$ cat src/rtl/wlink_pkg.sv
package wlink_pkg;

    typedef enum logic [1:0] {
        PS_IDLE = 2'd0,
        PS_RST  = 2'd1,
        PS_DISC = 2'd2
    } pulse_e;

    // Convert a duration in microseconds to a cycle count, at least one.
    function automatic int us_to_cyc(longint hz, longint us);
        longint c;
        c = (hz * us) / 64'd1_000_000;
        if (c < 1) c = 1;
        return int'(c);
    endfunction

endpackage

$ cat src/rtl/wlink_pulse_ctl.sv
module wlink_pulse_ctl
    import wlink_pkg::*;
#(
    parameter int RST_CYC  = 600,
    parameter int DISC_CYC = 2000
) (
    input  logic clk,
    input  logic rst_n,
    input  logic rst_req,
    input  logic disc_req,
    output logic mod_rst_n,
    output logic mod_disc_n,
    output logic busy
);
    localparam int MAXC = (RST_CYC > DISC_CYC) ? RST_CYC : DISC_CYC;
    localparam int CW   = $clog2(MAXC + 1);

    typedef struct packed {
        pulse_e        st;
        logic [CW-1:0] cnt;
        logic          rst_n;
        logic          disc_n;
    } pc_t;

    pc_t pc_d, pc_q;

    always_comb begin
        pc_d = pc_q;
        case (pc_q.st)
            PS_IDLE: begin
                if (rst_req) begin
                    pc_d.st    = PS_RST;
                    pc_d.cnt   = '0;
                    pc_d.rst_n = 1'b0;
                end else if (disc_req) begin
                    pc_d.st     = PS_DISC;
                    pc_d.cnt    = '0;
                    pc_d.disc_n = 1'b0;
                end
            end
            PS_RST: begin
                if (pc_q.cnt == CW'(RST_CYC - 1)) begin
                    pc_d.st    = PS_IDLE;
                    pc_d.cnt   = '0;
                    pc_d.rst_n = 1'b1;
                end else begin
                    pc_d.cnt = pc_q.cnt + 1'b1;
                end
            end
            PS_DISC: begin
                if (pc_q.cnt == CW'(DISC_CYC - 1)) begin
                    pc_d.st     = PS_IDLE;
                    pc_d.cnt    = '0;
                    pc_d.disc_n = 1'b1;
                end else begin
                    pc_d.cnt = pc_q.cnt + 1'b1;
                end
            end
            default: begin
                pc_d.st     = PS_IDLE;
                pc_d.cnt    = '0;
                pc_d.rst_n  = 1'b1;
                pc_d.disc_n = 1'b1;
            end
        endcase
    end

    always_ff @(posedge clk or negedge rst_n) begin
        if (!rst_n) begin
            pc_q.st     <= PS_RST;
            pc_q.cnt    <= '0;
            pc_q.rst_n  <= 1'b0;
            pc_q.disc_n <= 1'b1;
        end else begin
            pc_q <= pc_d;
        end
    end

    assign mod_rst_n  = pc_q.rst_n;
    assign mod_disc_n = pc_q.disc_n;
    assign busy       = ~(pc_q.rst_n & pc_q.disc_n);

    // Independent low-time counters for the pulse width checks.
    logic [CW:0] rst_low_q, disc_low_q;
    always_ff @(posedge clk or negedge rst_n) begin
        if (!rst_n) begin
            rst_low_q  <= '0;
            disc_low_q <= '0;
        end else begin
            rst_low_q  <= mod_rst_n  ? '0 : rst_low_q + 1'b1;
            disc_low_q <= mod_disc_n ? '0 : disc_low_q + 1'b1;
        end
    end

    assert_rst_width_R1: assert property (@(posedge clk) disable iff (!rst_n)
        $rose(mod_rst_n) |-> rst_low_q == (CW+1)'(RST_CYC));

    assert_disc_width_R3: assert property (@(posedge clk) disable iff (!rst_n)
        $rose(mod_disc_n) |-> disc_low_q == (CW+1)'(DISC_CYC));

    assert_no_disc_in_rst_R4: assert property (@(posedge clk) disable iff (!rst_n)
        !mod_rst_n |=> mod_disc_n);

    assert_pins_exclusive_R5: assert property (@(posedge clk) disable iff (!rst_n)
        !(!mod_rst_n && !mod_disc_n));

endmodule

$ cat src/rtl/wlink_link_mon.sv
module wlink_link_mon #(
    parameter int SETTLE_CYC = 10000,
    parameter int DEB_CYC    = 100
) (
    input  logic clk,
    input  logic rst_n,
    input  logic mod_in_rst,
    input  logic link_raw,
    output logic connected
);
    localparam int SW = $clog2(SETTLE_CYC + 1);
    localparam int DW = $clog2(DEB_CYC + 1);

    typedef struct packed {
        logic          s1;
        logic          s2;
        logic          settled;
        logic [SW-1:0] scnt;
        logic [DW-1:0] dcnt;
        logic          conn;
    } lm_t;

    lm_t lm_d, lm_q;

    always_comb begin
        lm_d    = lm_q;
        lm_d.s1 = link_raw;
        lm_d.s2 = lm_q.s1;
        if (mod_in_rst) begin
            lm_d.settled = 1'b0;
            lm_d.scnt    = '0;
            lm_d.dcnt    = '0;
            lm_d.conn    = 1'b0;
        end else if (!lm_q.settled) begin
            if (lm_q.scnt == SW'(SETTLE_CYC - 1)) begin
                lm_d.settled = 1'b1;
                lm_d.scnt    = '0;
            end else begin
                lm_d.scnt = lm_q.scnt + 1'b1;
            end
        end else if (lm_q.s2 != lm_q.conn) begin
            if (lm_q.dcnt == DW'(DEB_CYC - 1)) begin
                lm_d.conn = lm_q.s2;
                lm_d.dcnt = '0;
            end else begin
                lm_d.dcnt = lm_q.dcnt + 1'b1;
            end
        end else begin
            lm_d.dcnt = '0;
        end
    end

    always_ff @(posedge clk or negedge rst_n) begin
        if (!rst_n) begin
            lm_q <= '0;
        end else begin
            lm_q <= lm_d;
        end
    end

    assign connected = lm_q.conn;

    assert_clear_on_rst_R2: assert property (@(posedge clk) disable iff (!rst_n)
        mod_in_rst |=> !connected);

    assert_settle_gate_R6: assert property (@(posedge clk) disable iff (!rst_n)
        connected |-> lm_q.settled);

    assert_rise_follows_sync_R7: assert property (@(posedge clk) disable iff (!rst_n)
        $rose(connected) |-> $past(lm_q.s2));

    assert_fall_follows_sync_R7: assert property (@(posedge clk) disable iff (!rst_n)
        $fell(connected) && !$past(mod_in_rst) |-> !$past(lm_q.s2));

endmodule

$ cat src/rtl/wlink_lane.sv
module wlink_lane #(
    parameter int DW = 8
) (
    input  logic          clk,
    input  logic          rst_n,
    input  logic          en,
    input  logic          in_v,
    input  logic [DW-1:0] in_d,
    output logic          out_v,
    output logic [DW-1:0] out_d
);
    typedef struct packed {
        logic          v;
        logic [DW-1:0] d;
    } ln_t;

    ln_t ln_d, ln_q;

    always_comb begin
        ln_d   = ln_q;
        ln_d.v = in_v & en;
        if (in_v && en) ln_d.d = in_d;
    end

    always_ff @(posedge clk or negedge rst_n) begin
        if (!rst_n) begin
            ln_q <= '0;
        end else begin
            ln_q <= ln_d;
        end
    end

    assign out_v = ln_q.v;
    assign out_d = ln_q.d;

    assert_byte_intact_R8: assert property (@(posedge clk) disable iff (!rst_n)
        out_v |-> $past(in_v) && out_d == $past(in_d));

    assert_drop_when_down_R9: assert property (@(posedge clk) disable iff (!rst_n)
        !en && in_v |=> !out_v);

endmodule

$ cat src/rtl/wlink_seq.sv
module wlink_seq
    import wlink_pkg::*;
#(
    parameter longint CLK_HZ    = 100_000_000,
    parameter longint RST_US    = 6000,
    parameter longint DISC_US   = 200000,
    parameter longint SETTLE_US = 100000,
    parameter longint DEB_US    = 1000,
    parameter int     DW        = 8
) (
    input  logic          clk,
    input  logic          rst_n,
    input  logic          rst_req,
    input  logic          disc_req,
    output logic          mod_rst_n,
    output logic          mod_disc_n,
    input  logic          mod_link,
    output logic          connected,
    output logic          busy,
    input  logic          loc_tx_valid,
    input  logic [DW-1:0] loc_tx_data,
    output logic          mod_tx_valid,
    output logic [DW-1:0] mod_tx_data,
    input  logic          mod_rx_valid,
    input  logic [DW-1:0] mod_rx_data,
    output logic          loc_rx_valid,
    output logic [DW-1:0] loc_rx_data
);
    localparam int RST_CYC    = us_to_cyc(CLK_HZ, RST_US);
    localparam int DISC_CYC   = us_to_cyc(CLK_HZ, DISC_US);
    localparam int SETTLE_CYC = us_to_cyc(CLK_HZ, SETTLE_US);
    localparam int DEB_CYC    = us_to_cyc(CLK_HZ, DEB_US);
    localparam int NLANE      = 2;

    logic mod_rst_n_w;

    wlink_pulse_ctl #(
        .RST_CYC (RST_CYC),
        .DISC_CYC(DISC_CYC)
    ) i_pulse (
        .clk       (clk),
        .rst_n     (rst_n),
        .rst_req   (rst_req),
        .disc_req  (disc_req),
        .mod_rst_n (mod_rst_n_w),
        .mod_disc_n(mod_disc_n),
        .busy      (busy)
    );

    assign mod_rst_n = mod_rst_n_w;

    wlink_link_mon #(
        .SETTLE_CYC(SETTLE_CYC),
        .DEB_CYC   (DEB_CYC)
    ) i_mon (
        .clk       (clk),
        .rst_n     (rst_n),
        .mod_in_rst(~mod_rst_n_w),
        .link_raw  (mod_link),
        .connected (connected)
    );

    // Lane 0: local -> module, lane 1: module -> local.
    logic          lane_iv [NLANE];
    logic [DW-1:0] lane_id [NLANE];
    logic          lane_ov [NLANE];
    logic [DW-1:0] lane_od [NLANE];

    assign lane_iv[0] = loc_tx_valid;
    assign lane_id[0] = loc_tx_data;
    assign lane_iv[1] = mod_rx_valid;
    assign lane_id[1] = mod_rx_data;

    for (genvar g = 0; g < NLANE; g++) begin : g_lane
        wlink_lane #(.DW(DW)) i_lane (
            .clk  (clk),
            .rst_n(rst_n),
            .en   (connected),
            .in_v (lane_iv[g]),
            .in_d (lane_id[g]),
            .out_v(lane_ov[g]),
            .out_d(lane_od[g])
        );
    end

    assign mod_tx_valid = lane_ov[0];
    assign mod_tx_data  = lane_od[0];
    assign loc_rx_valid = lane_ov[1];
    assign loc_rx_data  = lane_od[1];

    assert_busy_match_R5: assert property (@(posedge clk) disable iff (!rst_n)
        busy == (!mod_rst_n || !mod_disc_n));

    assert_reset_over_disc_R4: assert property (@(posedge clk) disable iff (!rst_n)
        !busy && rst_req && disc_req |=> !mod_rst_n && mod_disc_n);

endmodule

$ cat config.mk
export PLATFORM = sky130hd
export DESIGN_NAME = wlink_seq
export DESIGN_NICKNAME = d
export VERILOG_FILES = /design/src/rtl/wlink_pkg.sv /design/src/rtl/wlink_pulse_ctl.sv /design/src/rtl/wlink_link_mon.sv /design/src/rtl/wlink_lane.sv /design/src/rtl/wlink_seq.sv
export SDC_FILE = /design/constraint.sdc
export NUM_CORES = 1
export LEC_CHECK = 0
export ABC_CLOCK_PERIOD_IN_PS = 3100
export BUFFER_PORTS_ARGS = -buffer_cell sky130_fd_sc_hd__buf_2
export CORE_MARGIN = 2
export CORE_UTILIZATION = 60
export DETAILED_ROUTE_END_ITERATION = 8
export HOLD_SLACK_MARGIN = 0.06
export PLACE_DENSITY = 0.85
export SLEW_MARGIN = 20
export SYNTH_ARGS = -nofsm -noshare
export SYNTH_HDL_FRONTEND = slang
export SYNTH_SLANG_ARGS = --single-unit
$ cat constraint.sdc
create_clock -name clk -period 3.1 [get_ports clk]
set_input_delay 0.62 -clock clk [delete_from_list [all_inputs] [get_ports clk]]
set_output_delay 0.62 -clock clk [all_outputs]
set_load 0.05 [all_outputs]
==> results.ini <==
[power]
netSwitchingFraction = 0.349
combPwrFrac = 0.195
powerDensity_nw_per_um2 = 516
pwr-share-clk = 0.293
internal_power_mw = 1.82
p_leak_nw = 2.40
pwr-share-seq = 0.512
p_switching_uw = 975
ir_worst_vdd_mv = 0.466

[route]
route.top_layer_used = met4
met2_length_um = 5920
post_drt_wl_per_cell_um = 16.8
wl_met3_um = 574
ant_nets = 0
drt_iter0_markers = 383
drc = 0
vias_per_cell = 6.36
dr.pass1.iters = 6
vias = 4290
wl_met1_um = 4600
wl_um = 11300

[worst_setup_path]
reg2reg_slack_ns = 0.62
critPathCaptureType = register
crit_path_cell_trace = nor4b_1 > and4_1 > a21oi_2 > nor2_1 > o221ai_1
rr_worst_depth = 5
slowest_stage = nor2_1
crit_end = i_pulse.pc_q[13]$_DFFE_PN0N_
cp.depth = 5
startpoint_type = register
r2r_end = i_pulse.pc_q[13]$_DFFE_PN0N_
timing.rr.start = i_pulse.pc_q[15]$_DFFE_PN0N_
cp.arrival_ns = 2.68
worstSetupPathType = register to register
crit_family = simple AND/OR/NAND/NOR gates
critPathMaxFanout = 15
timing.critical_path.from = i_pulse.pc_q[15]$_DFFE_PN0N_
cp_slowest_stage_delay_ns = 0.69
cp.required_ns = 3.30
critPathBufInv = 0

[clock_network]
root_buffer = clkbuf_8
holdBufCountCts = 0
clk_latency_ns = 0.37
postCtsSetupBuffers = 0
cts_made_buffers = 9
cts.reportedPaths.clkPinSlew_ns = 0.11
htree_levels = 3
clk_path_buf_depth = 2
cts_tree = built
cts.repair.resized = 0
clock-sinks = 92

[place]
dp_cells = 658
post-place-ws_ns = 0.699
postPlaceCellArea_um2 = 5220
hpwl_um = 7760
port_buffers = 44
globalplace.congestion = 0.897

[logic_synthesis]
synth_most_common_cell = dfrtp_1
synth_top_area_share = 0.462
synthTopCellsByCount = dfrtp_1 (90), nand2_1 (57), nor2_1 (47)
synth_edf_count = 0
yosysWarnings = 0
netlist_area_um2 = 4880
ys_seq_elements = 92
synthFlopType = dfrtp_1
ys_seq_area_frac = 0.472
async_flop_share = 1.00
synth_top_area_cell = dfrtp_1
ys_top_cells_by_area = dfrtp_1 (46%), nand2_1 (4.4%), mux2_2 (3.9%), nor2_1 (3.6%), o21ai_0 (3.5%)
synth_cell_type_count = 56
syn_inst = 528
synthesis.nets = 555
synth_area_per_cell_um2 = 9.24

[sta]
fin_crit_sh = 0.799
fin_setup_tns_ns = 0
hold_viol_final = 0
fmax_mhz = 404
slew_headroom = 0.438
fin_ws_ns = 0.624
fin_crit_ns = 2.48
rsz0062_at_grt = false
final-max-slew-violation-count = 0
setup_violations = 0
worst_slew_pin_slew_ns = 0.839
worst_clock_skew_ns = 0.0161

[finish]
stdcell_count = 674
final_net_count = 594
antennaDiodeCount = 0
seq_area_um2 = 2300
fill_cells = 594
drive_gt1_frac = 0.170
area_growth_pct = 11.1
stdcell_area_um2 = 5420
multiInputGateArea_um2 = 2400

[floorplanning]
dieArea_um2 = 8870
rows = 32
coreArea_um2 = 7810
initial_core_util = 0.625
die_w_um = 94.2
die_h_um = 94.2
ioPinCount = 45

[global_route]
grt_max_degree = 54
antenna_found_initial = 0
grt_pass1_vias = 4103
grt_util_all_layers = 0.267
overflow = 0
grt_first_pass_wirelength_um = 19000

[run]
max_cap_viol_count = 0

[status]
outcome = complete, no violations

[hold_path]
hp-class = input port to async pin

==> sequential cells by signal, indices dropped and copies added, names as in the netlist <==
signal and cells:
i_mon.lm_d 1, i_pulse.mod_rst_n 1, i_mon.connected 1, i_pulse.pc_q 27
i_mon.lm_q 43, g_lane.i_lane.out_v 2, g_lane.i_lane.out_d 16, i_pulse.mod_disc_n 1
==> worst min path at each step <==
stage / start / end / slack [ns] / depth (start not counted)
2_1_floorplan: rst_n / g_lane[0].i_lane.out_d[0]$_DFFE_PN0P_ / 0.32 / 0
3_3_place_gp: i_mon.lm_d[43]$_DFF_PN0_ / i_mon.lm_q[43]$_DFF_PN0_ / 0.34 / 0
3_5_place_dp: i_mon.lm_d[43]$_DFF_PN0_ / i_mon.lm_q[43]$_DFF_PN0_ / 0.34 / 0
4_1_cts: rst_n / i_mon.lm_q[1]$_DFFE_PN0P_ / 0.30 / 1
5_1_grt: rst_n / i_mon.lm_q[1]$_DFFE_PN0P_ / 0.34 / 1
6_report: rst_n / i_mon.lm_q[36]$_DFFE_PN0P_ / 0.28 / 1
==> per-layer routing <==
metal  GRT usage  up-vias
li1            -     2006
met1       0.347     2104
met2       0.455      154
met3      0.0482       26
met4      0.0797        0
met5           0        -
==> logic make-up after synthesis <==
logic type,after synthesis,synth area share
compound gates,123,0.158
fa+ha+maj,4,0.0103
mux,20,0.0454
simple gates,226,0.244
xor+xnor,17,0.0305
flops,92,0.472
buf+inv,46,0.0392
==> stage by stage <==
step / total power [mW] / hold slack (ns) / util
final: 2.80 / 0.277 / 0.694
after global routing: 2.95 / 0.336 / 0.694
after CTS: 2.80 / 0.304 / 0.694
after detailed placement: 2.00 / 0.344 / 0.668
after global placement: 1.96 / 0.339 / 0.668
after floorplan: 1.83 / 0.324 / -
==> area by class of cell <==
cell class                      instances  area share
Clock inverter                          7      0.0145
Multi-Input combinational cell        390       0.443
Timing Repair Buffer                   54      0.0572
Sequential cell                        92       0.425
Inverter                               20      0.0139
Clock buffer                            9      0.0229
Tap cell                              102      0.0235
==> power by group through the flow <==
stage | logic, mW | registers, mW | clock network (mW)
global route | 0.619 | 1.45 | 0.877
floorplan | 0.384 | 1.45 | 0
detailed placement | 0.545 | 1.45 | 0
CTS | 0.545 | 1.43 | 0.825
global placement | 0.518 | 1.44 | 0
finish | 0.545 | 1.43 | 0.819
==> cell usage in the layout (no fill, tap or decap), types with 17 or more instances in the layout <==
cell type and instances:
nand4_1 17, a21oi_1 23, nor2_1 47, a31oi_1 17
buf_2 43, inv_1 20, dfrtp_1 90, nand2_1 57
mux2_2 17, o21ai_0 34, nand3_1 27
No activity file was read; power rests on OpenSTA's default activity.
